File: src/rtl/regbank_xchg.sv
module regbank_xchg #(
  parameter int DATA_W = 8,
  parameter int REGS   = 6,
  localparam int IDX_W = (REGS > 1) ? $clog2(REGS) : 1
) (
  input  logic              clk,
  input  logic              rst_n,
  input  logic              xchg_valid,
  input  logic              xchg_sel_a,
  input  logic              xchg_sel_b,
  input  logic [1:0]        xchg_ie_code,
  input  logic              wr_en,
  input  logic              wr_grp,
  input  logic [IDX_W-1:0]  wr_idx,
  input  logic [DATA_W-1:0] wr_data,
  input  logic [IDX_W-1:0]  rd_a_idx,
  output logic [DATA_W-1:0] rd_a_data,
  input  logic [IDX_W-1:0]  rd_b_idx,
  output logic [DATA_W-1:0] rd_b_data,
  output logic              sel_a,
  output logic              sel_b,
  output logic              int_en,
  output logic              reserved_flag
);

  localparam logic [IDX_W-1:0] LAST_IDX = IDX_W'(REGS - 1);

  logic [DATA_W-1:0] mem [4][REGS];
  logic [1:0] wr_bank, a_bank, b_bank;

  assign a_bank  = {1'b0, sel_a};
  assign b_bank  = {1'b1, sel_b};
  assign wr_bank = wr_grp ? b_bank : a_bank;

  assign rd_a_data = (rd_a_idx <= LAST_IDX) ? mem[a_bank][rd_a_idx] : '0;
  assign rd_b_data = (rd_b_idx <= LAST_IDX) ? mem[b_bank][rd_b_idx] : '0;

  always_ff @(posedge clk or negedge rst_n) begin
    if (!rst_n) begin
      for (int b = 0; b < 4; b++)
        for (int r = 0; r < REGS; r++)
          mem[b][r] <= '0;
    end else if (wr_en && wr_idx <= LAST_IDX) begin
      mem[wr_bank][wr_idx] <= wr_data;
    end
  end

  always_ff @(posedge clk or negedge rst_n) begin
    if (!rst_n) begin
      sel_a         <= 1'b0;
      sel_b         <= 1'b0;
      int_en        <= 1'b0;
      reserved_flag <= 1'b0;
    end else begin
      reserved_flag <= xchg_valid && (xchg_ie_code == 2'd1);
      if (xchg_valid) begin
        sel_a <= xchg_sel_a;
        sel_b <= xchg_sel_b;
        case (xchg_ie_code)
          2'd2:    int_en <= 1'b1;
          2'd3:    int_en <= 1'b0;
          default: int_en <= int_en;
        endcase
      end
    end
  end

endmodule


File: config.mk
export PLATFORM = sky130hd
export DESIGN_NAME = regbank_xchg
export DESIGN_NICKNAME = d
export VERILOG_FILES = /design/src/rtl/regbank_xchg.sv
export SDC_FILE = /design/constraint.sdc
export NUM_CORES = 1
export LEC_CHECK = 0
export BUFFER_PORTS_ARGS = -buffer_cell sky130_fd_sc_hd__buf_2
export CAP_MARGIN = 20
export CORE_ASPECT_RATIO = 1.25
export CORE_MARGIN = 5
export CORE_UTILIZATION = 55
export DETAILED_ROUTE_END_ITERATION = 10
export HOLD_SLACK_MARGIN = 0.08
export PLACE_DENSITY = 0.86
export REMOVE_ABC_BUFFERS = 1
export SLEW_MARGIN = 5
export SYNTH_ARGS = -nofsm -noshare
export SYNTH_HDL_FRONTEND = slang
export SYNTH_SLANG_ARGS = --single-unit
File: constraint.sdc
create_clock -name clk -period 1.6 [get_ports clk]
set_clock_uncertainty 0.15 [all_clocks]
set_input_delay 0 -clock clk [delete_from_list [all_inputs] [get_ports clk]]
set_output_delay 0 -clock clk [all_outputs]
set_load 0.1 [all_outputs]
==> results.py, run 1 <==
metrics = {
    "critical_path": {
        "crit_required_ps": 1450,
        "cp_max_fo": 8,
        "critical_path.top_delay_family": "buffers and inverters",
        "r2r_slack_ps": -360,
        "arrival_ps": 1990,
        "crit_slowest_cell": "dfrtp_2",
        "crit_type": "flop to output port",
        "end_kind": "output port",
        "path_buf_inv": 3,
        "worst_setup_path_start_kind": "flop",
        "path_cells": "buf_12 > buf_4 > nor2b_4 > a22oi_1 > o21ai_2 > buf_16",
        "crit_path_max_incr_delay_ps": 440,
    },
    "routing": {
        "dr.first_iter.drc_count": 291,
        "routed_wl_um": 24460,
        "via_per_inst": 6.207,
        "firstDrtPassIters": 5,
        "via_count": 5648,
        "wire_per_inst_um": 26.88,
        "drcViolationCount": 0,
        "drt.antenna.violating_nets": 0,
    },
    "yosys": {
        "synth_top_cell_by_area": "dfrtp_1",
        "synth_area_leaders": "dfrtp_1 (55%), mux2_2 (24%), mux4_2 (12%)",
        "synth.distinct_cells": 20,
        "synthesis.area_um2": 8884,
        "yosys_warnings": 0,
        "ys_ff_latch": 196,
        "yosysSeqAreaShare_pct": 55.21,
        "yosys.area.top_type_share_pct": 55.21,
        "syn_avg_cell_area_um2": 15.61,
        "syn_inst": 569,
    },
    "place": {
        "place_inst": 844,
        "hpwl_um": 13710,
        "numPortBuffers": 45,
        "place_congestion": 0.8321,
        "placed_cell_area_um2": 10090,
    },
    "floorplan": {
        "dieArea_um2": 18810,
        "die_h_um": 152.1,
        "core_area_um2": 16010,
        "fp-row-count": 52,
        "io_pins": 46,
        "initial_utilization_pct": 55.50,
        "die_w_um": 123.7,
    },
    "global_routing": {
        "grt_pass1_vias": 6294,
        "grtUsageMet1_pct": 30.95,
        "overflow": 0,
        "grtUsageTotal_pct": 25.09,
        "grtUsageMet3_pct": 4.463,
        "grt_max_degree": 56,
        "grt_pass1_wl_um": 35420,
        "antenna_found_initial": 1,
        "grt.busiest_layer": "met2",
        "use_met2_pct": 42.56,
    },
    "flow_run": {
        "cap_violations": 0,
    },
    "clock_tree": {
        "cts_max_level": 4,
        "cts_buffers": 17,
        "clock_latency_ps": 430,
        "cts.sinks": 196,
        "ctsRootBufferMaster": "clkbuf_16",
        "clk_pin_slew_ps": 70,
        "cts.path.max_buffers": 2,
        "cts_tree": "yes",
    },
    "outcome": {
        "status": "finished with violations",
        "violations": "negative setup slack",
    },
    "sta": {
        "tns_ps": -59350,
        "grt_setup_unrepaired": "yes",
        "fmax_mhz": 468.0,
        "slew_headroom_pct": 53.83,
        "worst_slack_ps": -536.6,
        "drv_slew": 0,
        "fin_crit_sh_pct": 133.5,
        "hold_viol": 0,
        "fin_crit_ps": 2137,
        "worst_slew_pin_slew_ps": 691.1,
        "setup_viol": 210,
    },
    "pwr": {
        "leakagePower_nw": 5.306,
        "power_density_nw_per_um2": 1295,
        "ir_drop_v": 0.001143,
    },
    "finish": {
        "areaGrowthSynthToFinish_pct": 32.58,
        "finalNonFillerCells": 910,
        "drive_gt1_share_pct": 63.40,
        "layout.nets": 709,
        "fillCellCount": 905,
        "antenna_cells": 0,
        "final_area_um2": 11780,
        "utilization_pct": 73.59,
    },
    "min_path": {
        "min_path_type": "input pin to flop",
    },
}
-- layer usage --
metal / wire length [µm] / vias up / part of all wire (%)
met5: 11 / - / 0.045
met4: 1007 / 2 / 4.1
met3: 1021 / 73 / 4.2
met2: 13160 / 206 / 54
met1: 9252 / 3026 / 38
li1: - / 2341 / -
-- cell families after synthesis --
| group | count (synthesis) | synth area share (%) |
|---|---|---|
| multiplexers | 242 | 36.76 |
| flip-flops | 196 | 55.21 |
| buffers and inverters | 52 | 2.366 |
| AND/OR/NAND/NOR | 46 | 3.352 |
| AO/OA/AOI/OAI | 33 | 2.310 |
-- cells in the mapped netlist --
library cell,count
o21ai_0,17
nor2b_1,4
nand4_1,1
mux4_2,48
buf_2,12
mux2_2,188
nand2b_1,4
nand4b_1,3
nor2_2,8
dfrtp_1,196
mux2_1,6
and3b_1,1
inv_1,16
nand2_1,14
a22oi_1,16
and4bb_1,3
nor4b_2,1
nor3_2,4
clkbuf_1,24
nor2_1,3
-- cell usage in the layout (no fill, tap or decap), drive strengths merged --
cell	count
nand4b	3
nand2	14
bufinv	1
buf	105
and4bb	3
clkinvlp	3
mux4	48
nand4	1
and3b	1
nor2	11
inv	16
mux2	194
clkinv	3
clkbuf	28
a22oi	16
dfrtp	196
nor4b	1
nand2b	4
nor2b	4
dlygate4sd3	21
nor3	4
o21ai	17
-- metrics by stage --
step	hold slack, ps	worst slack (ps)	total power [W]
floorplan	-445.6	-2359	0.008872
global placement	-224.1	-224.7	0.01007
CTS	40.80	-517.8	0.01469
global route	111.5	-581.9	0.01577
detailed placement	-219.2	-325.6	0.01034
finish	99.48	-536.6	0.01525
-- path summary, 6_finish.rpt --
check	start	to	cells past startpoint
worst max-delay path	sel_b	rd_b_data[7]	6
min in group asynchronous	rst_n	mem[123]	3
max in group asynchronous	rst_n	sel_b	4
worst min register to register	mem[102]	mem[102]	1
worst min-delay path	wr_idx[2]	mem[167]	4
worst max register to register	sel_b	mem[44]	8
-- worst min-delay path, cell delays in order --
cell,delay [ps]
buf_2,170
nor2b_1,180
nand2_8,140
mux2_2,150
-- sequential cells by signal (all words and copies together) (netlist names) --
register       flops
int_en             1
mem              192
reserved_flag      1
sel_a              1
sel_b              1
-- timing repair --
item                       4_1_cts  5_1_grt
gates cloned                     1        0
hold buffers                    21        0
setup endpoints to repair      208      209
pin swaps                        5        9
hold endpoints to repair       382        0
setup buffers                    7       11
resized for setup              100      125
-- where the power goes --
group | leakage [nW] | switching, W | total (W) | internal (W)
clock | 0.267 | 0.00182 | 0.00412 | 0.00230
combinational | 2.54 | 0.00209 | 0.00443 | 0.00234
sequential | 2.50 | 0.000664 | 0.00670 | 0.00604
-- area by class of cell --
| type | instances | area [µm²] | share of cell area (%) |
|---|---|---|---|
| sequential | 196 | 4907 | 41.67 |
| clock inverter | 7 | 75.07 | 0.6374 |
| multi-input combinational | 321 | 4365 | 37.07 |
| tap | 216 | 270.3 | 2.295 |
| inverter | 16 | 60.06 | 0.5099 |
| timing repair buffer | 131 | 1612 | 13.68 |
| clock buffer | 23 | 488.0 | 4.143 |
Power figures use the tool's default switching activity.
==> inputs of run 2 (changes only) <==
RECOVER_POWER = 100   (was not set)
TNS_END_PERCENT = 5   (was not set)
==> run 2 against run 1 <==
The run still ends with negative setup slack left. Power fell by 1.7%. Maximum frequency is 0.14% lower. Count of clock-buffer cells in the layout is the same. Routed wire length down 4.6%. Setup slack got worse by 2.9 ps. Register-to-register slack about the same. Critical path type unchanged.
==> results.py, run 2 (synthesis results as in run 1) <==
metrics = {
    "outcome": {
        "status": "finished with violations",
        "violations": "negative setup slack",
    },
    "clock_tree": {
        "ctsRootBufferMaster": "clkbuf_16",
        "cts_buffers": 17,
        "cts_max_level": 4,
        "clock_latency_ps": 430,
        "clk_pin_slew_ps": 70,
        "cts_tree": "yes",
        "cts.sinks": 196,
        "cts.path.max_buffers": 2,
    },
    "sta": {
        "worst_slack_ps": -539.5,
        "tns_ps": -42880,
        "worst_slew_pin_slew_ps": 584.8,
        "drv_slew": 0,
        "grt_setup_unrepaired": "yes",
        "fmax_mhz": 467.4,
        "slew_headroom_pct": 61.02,
        "fin_crit_sh_pct": 133.7,
        "hold_viol": 0,
        "fin_crit_ps": 2140,
        "setup_viol": 208,
    },
    "critical_path": {
        "critical_path.most_common_cell": "clkbuf_16",
        "r2r-end": "mem[55]",
        "crit_path_max_incr_delay_ps": 520,
        "path_cells": "clkbuf_16 > mux4_2 > inv_2 > o21ai_2 > clkbuf_16",
        "cp_max_fo": 5,
        "worst_setup_path_start_kind": "flop",
        "crit_required_ps": 1450,
        "crit_slowest_cell": "mux4_2",
        "worstRegToRegCells": 5,
        "end_kind": "output port",
        "arrival_ps": 1990,
        "crit_type": "flop to output port",
        "r2r_slack_ps": -350,
        "r2r-start": "sel_b",
    },
    "pwr": {
        "leakagePower_nw": 5.094,
        "total_power_w": 0.01499,
        "ir_drop_v": 0.001125,
        "power_density_nw_per_um2": 1313,
    },
    "finish": {
        "antenna_cells": 0,
        "fillCellCount": 965,
        "layout.nets": 698,
        "layout_commonest_cell": "dfrtp_1",
        "areaGrowthSynthToFinish_pct": 28.48,
        "drive_gt1_share_pct": 61.64,
        "top_register": "mem",
        "layout_common_cells": "dfrtp_1 (194), mux2_2 (125), mux2_4 (63)",
        "largest_reg_flops": 192,
    },
    "routing": {
        "dr.first_iter.drc_count": 267,
        "wire_per_inst_um": 25.96,
        "via_count": 5505,
        "via_per_inst": 6.123,
        "drt.antenna.violating_nets": 0,
        "routed_wl_um": 23340,
        "drcViolationCount": 0,
        "firstDrtPassIters": 7,
    },
    "global_routing": {
        "antenna_found_initial": 1,
        "grt_max_degree": 56,
        "overflow": 0,
        "grt_pass1_vias": 6167,
        "grt_pass1_wl_um": 34620,
        "grtUsageTotal_pct": 24.35,
    },
    "min_path": {
        "hold_path_end": "mem[43]",
        "hold_depth": 4,
        "min_path_type": "input pin to flop",
        "hold_start": "wr_idx[2]",
    },
    "flow_run": {
        "cap_violations": 0,
    },
    "place": {
        "place_congestion": 0.8321,
        "numPortBuffers": 45,
        "hpwl_um": 13710,
    },
    "floorplan": {
        "die_w_um": 123.7,
        "core_area_um2": 16010,
        "io_pins": 46,
        "fp-row-count": 52,
        "initial_utilization_pct": 55.50,
        "die_h_um": 152.1,
        "dieArea_um2": 18810,
    },
}
## run 2: critical path, delay by kind of cell (launching register included)
kind | cells | cell delay (ps)
DFF | 1 | 440
muxes | 1 | 520
AOI/OAI and AO/OA | 1 | 80
buffers and inverters | 3 | 510
## run 2: worst max path at each step
stage / start / endpoint / slack, ps / depth (start not counted)
final: sel_b / rd_b_data[0] / -540 / 5
after global routing: sel_b / rd_b_data[6] / -580 / 6
after CTS: sel_b / rd_b_data[6] / -520 / 6
after detailed placement: sel_a / rd_a_data[1] / -330 / 5
after global placement: sel_a / rd_a_data[1] / -220 / 5
after floorplan: sel_a / rd_a_data[6] / -2360 / 3
## run 2: area by class of cell
type	count	area [µm²]	area share (%)
Sequential cell	196	4907	43.00
Multi-Input combinational cell	321	4163	36.47
Timing Repair Buffer	120	1450	12.71
Clock buffer	23	488.0	4.275
Tap cell	216	270.3	2.368
Clock inverter	7	75.07	0.6578
Inverter	16	60.06	0.5262
## run 2: stage by stage
stage / cell area, µm² / worst slack (ps) / utilization, % / std cells / hold WS [ps]
4_1_cts: 11080 / -517.8 / 69.25 / 895 / 84.97
3_3_place_gp: 10090 / -224.7 / 63.06 / 844 / -224.1
5_1_grt: 11410 / -581.1 / 71.31 / 899 / 122.3
3_5_place_dp: 10090 / -325.6 / 63.06 / 844 / -219.2
2_1_floorplan: 8733 / -2359 / - / 533 / -445.6
6_report: 11410 / -539.5 / 71.31 / 899 / 117.1
## run 2: timing repair
action,CTS,global route
hold buffers,17,0
setup buffers,4,4
hold endpoints to repair,383,0
pin swaps,4,3
gates resized for setup,81,82
setup endpoints to repair,208,208
cloned,1,0
## run 2: per-layer routing
layer  vias up  share of wire [%]  global-route usage, %
met1      2933                 38                  30.71
met2       198                 54                  40.65
met5         -              0.086                      0
li1       2315                  -                      -
met3        57                4.3                  4.611
met4         2                3.7                  10.61
## run 2: power breakdown
part           internal [W]  switching (W)  total [W]
combinational       0.00218        0.00205    0.00424
sequential          0.00604       0.000644    0.00668
clock               0.00230        0.00178    0.00407
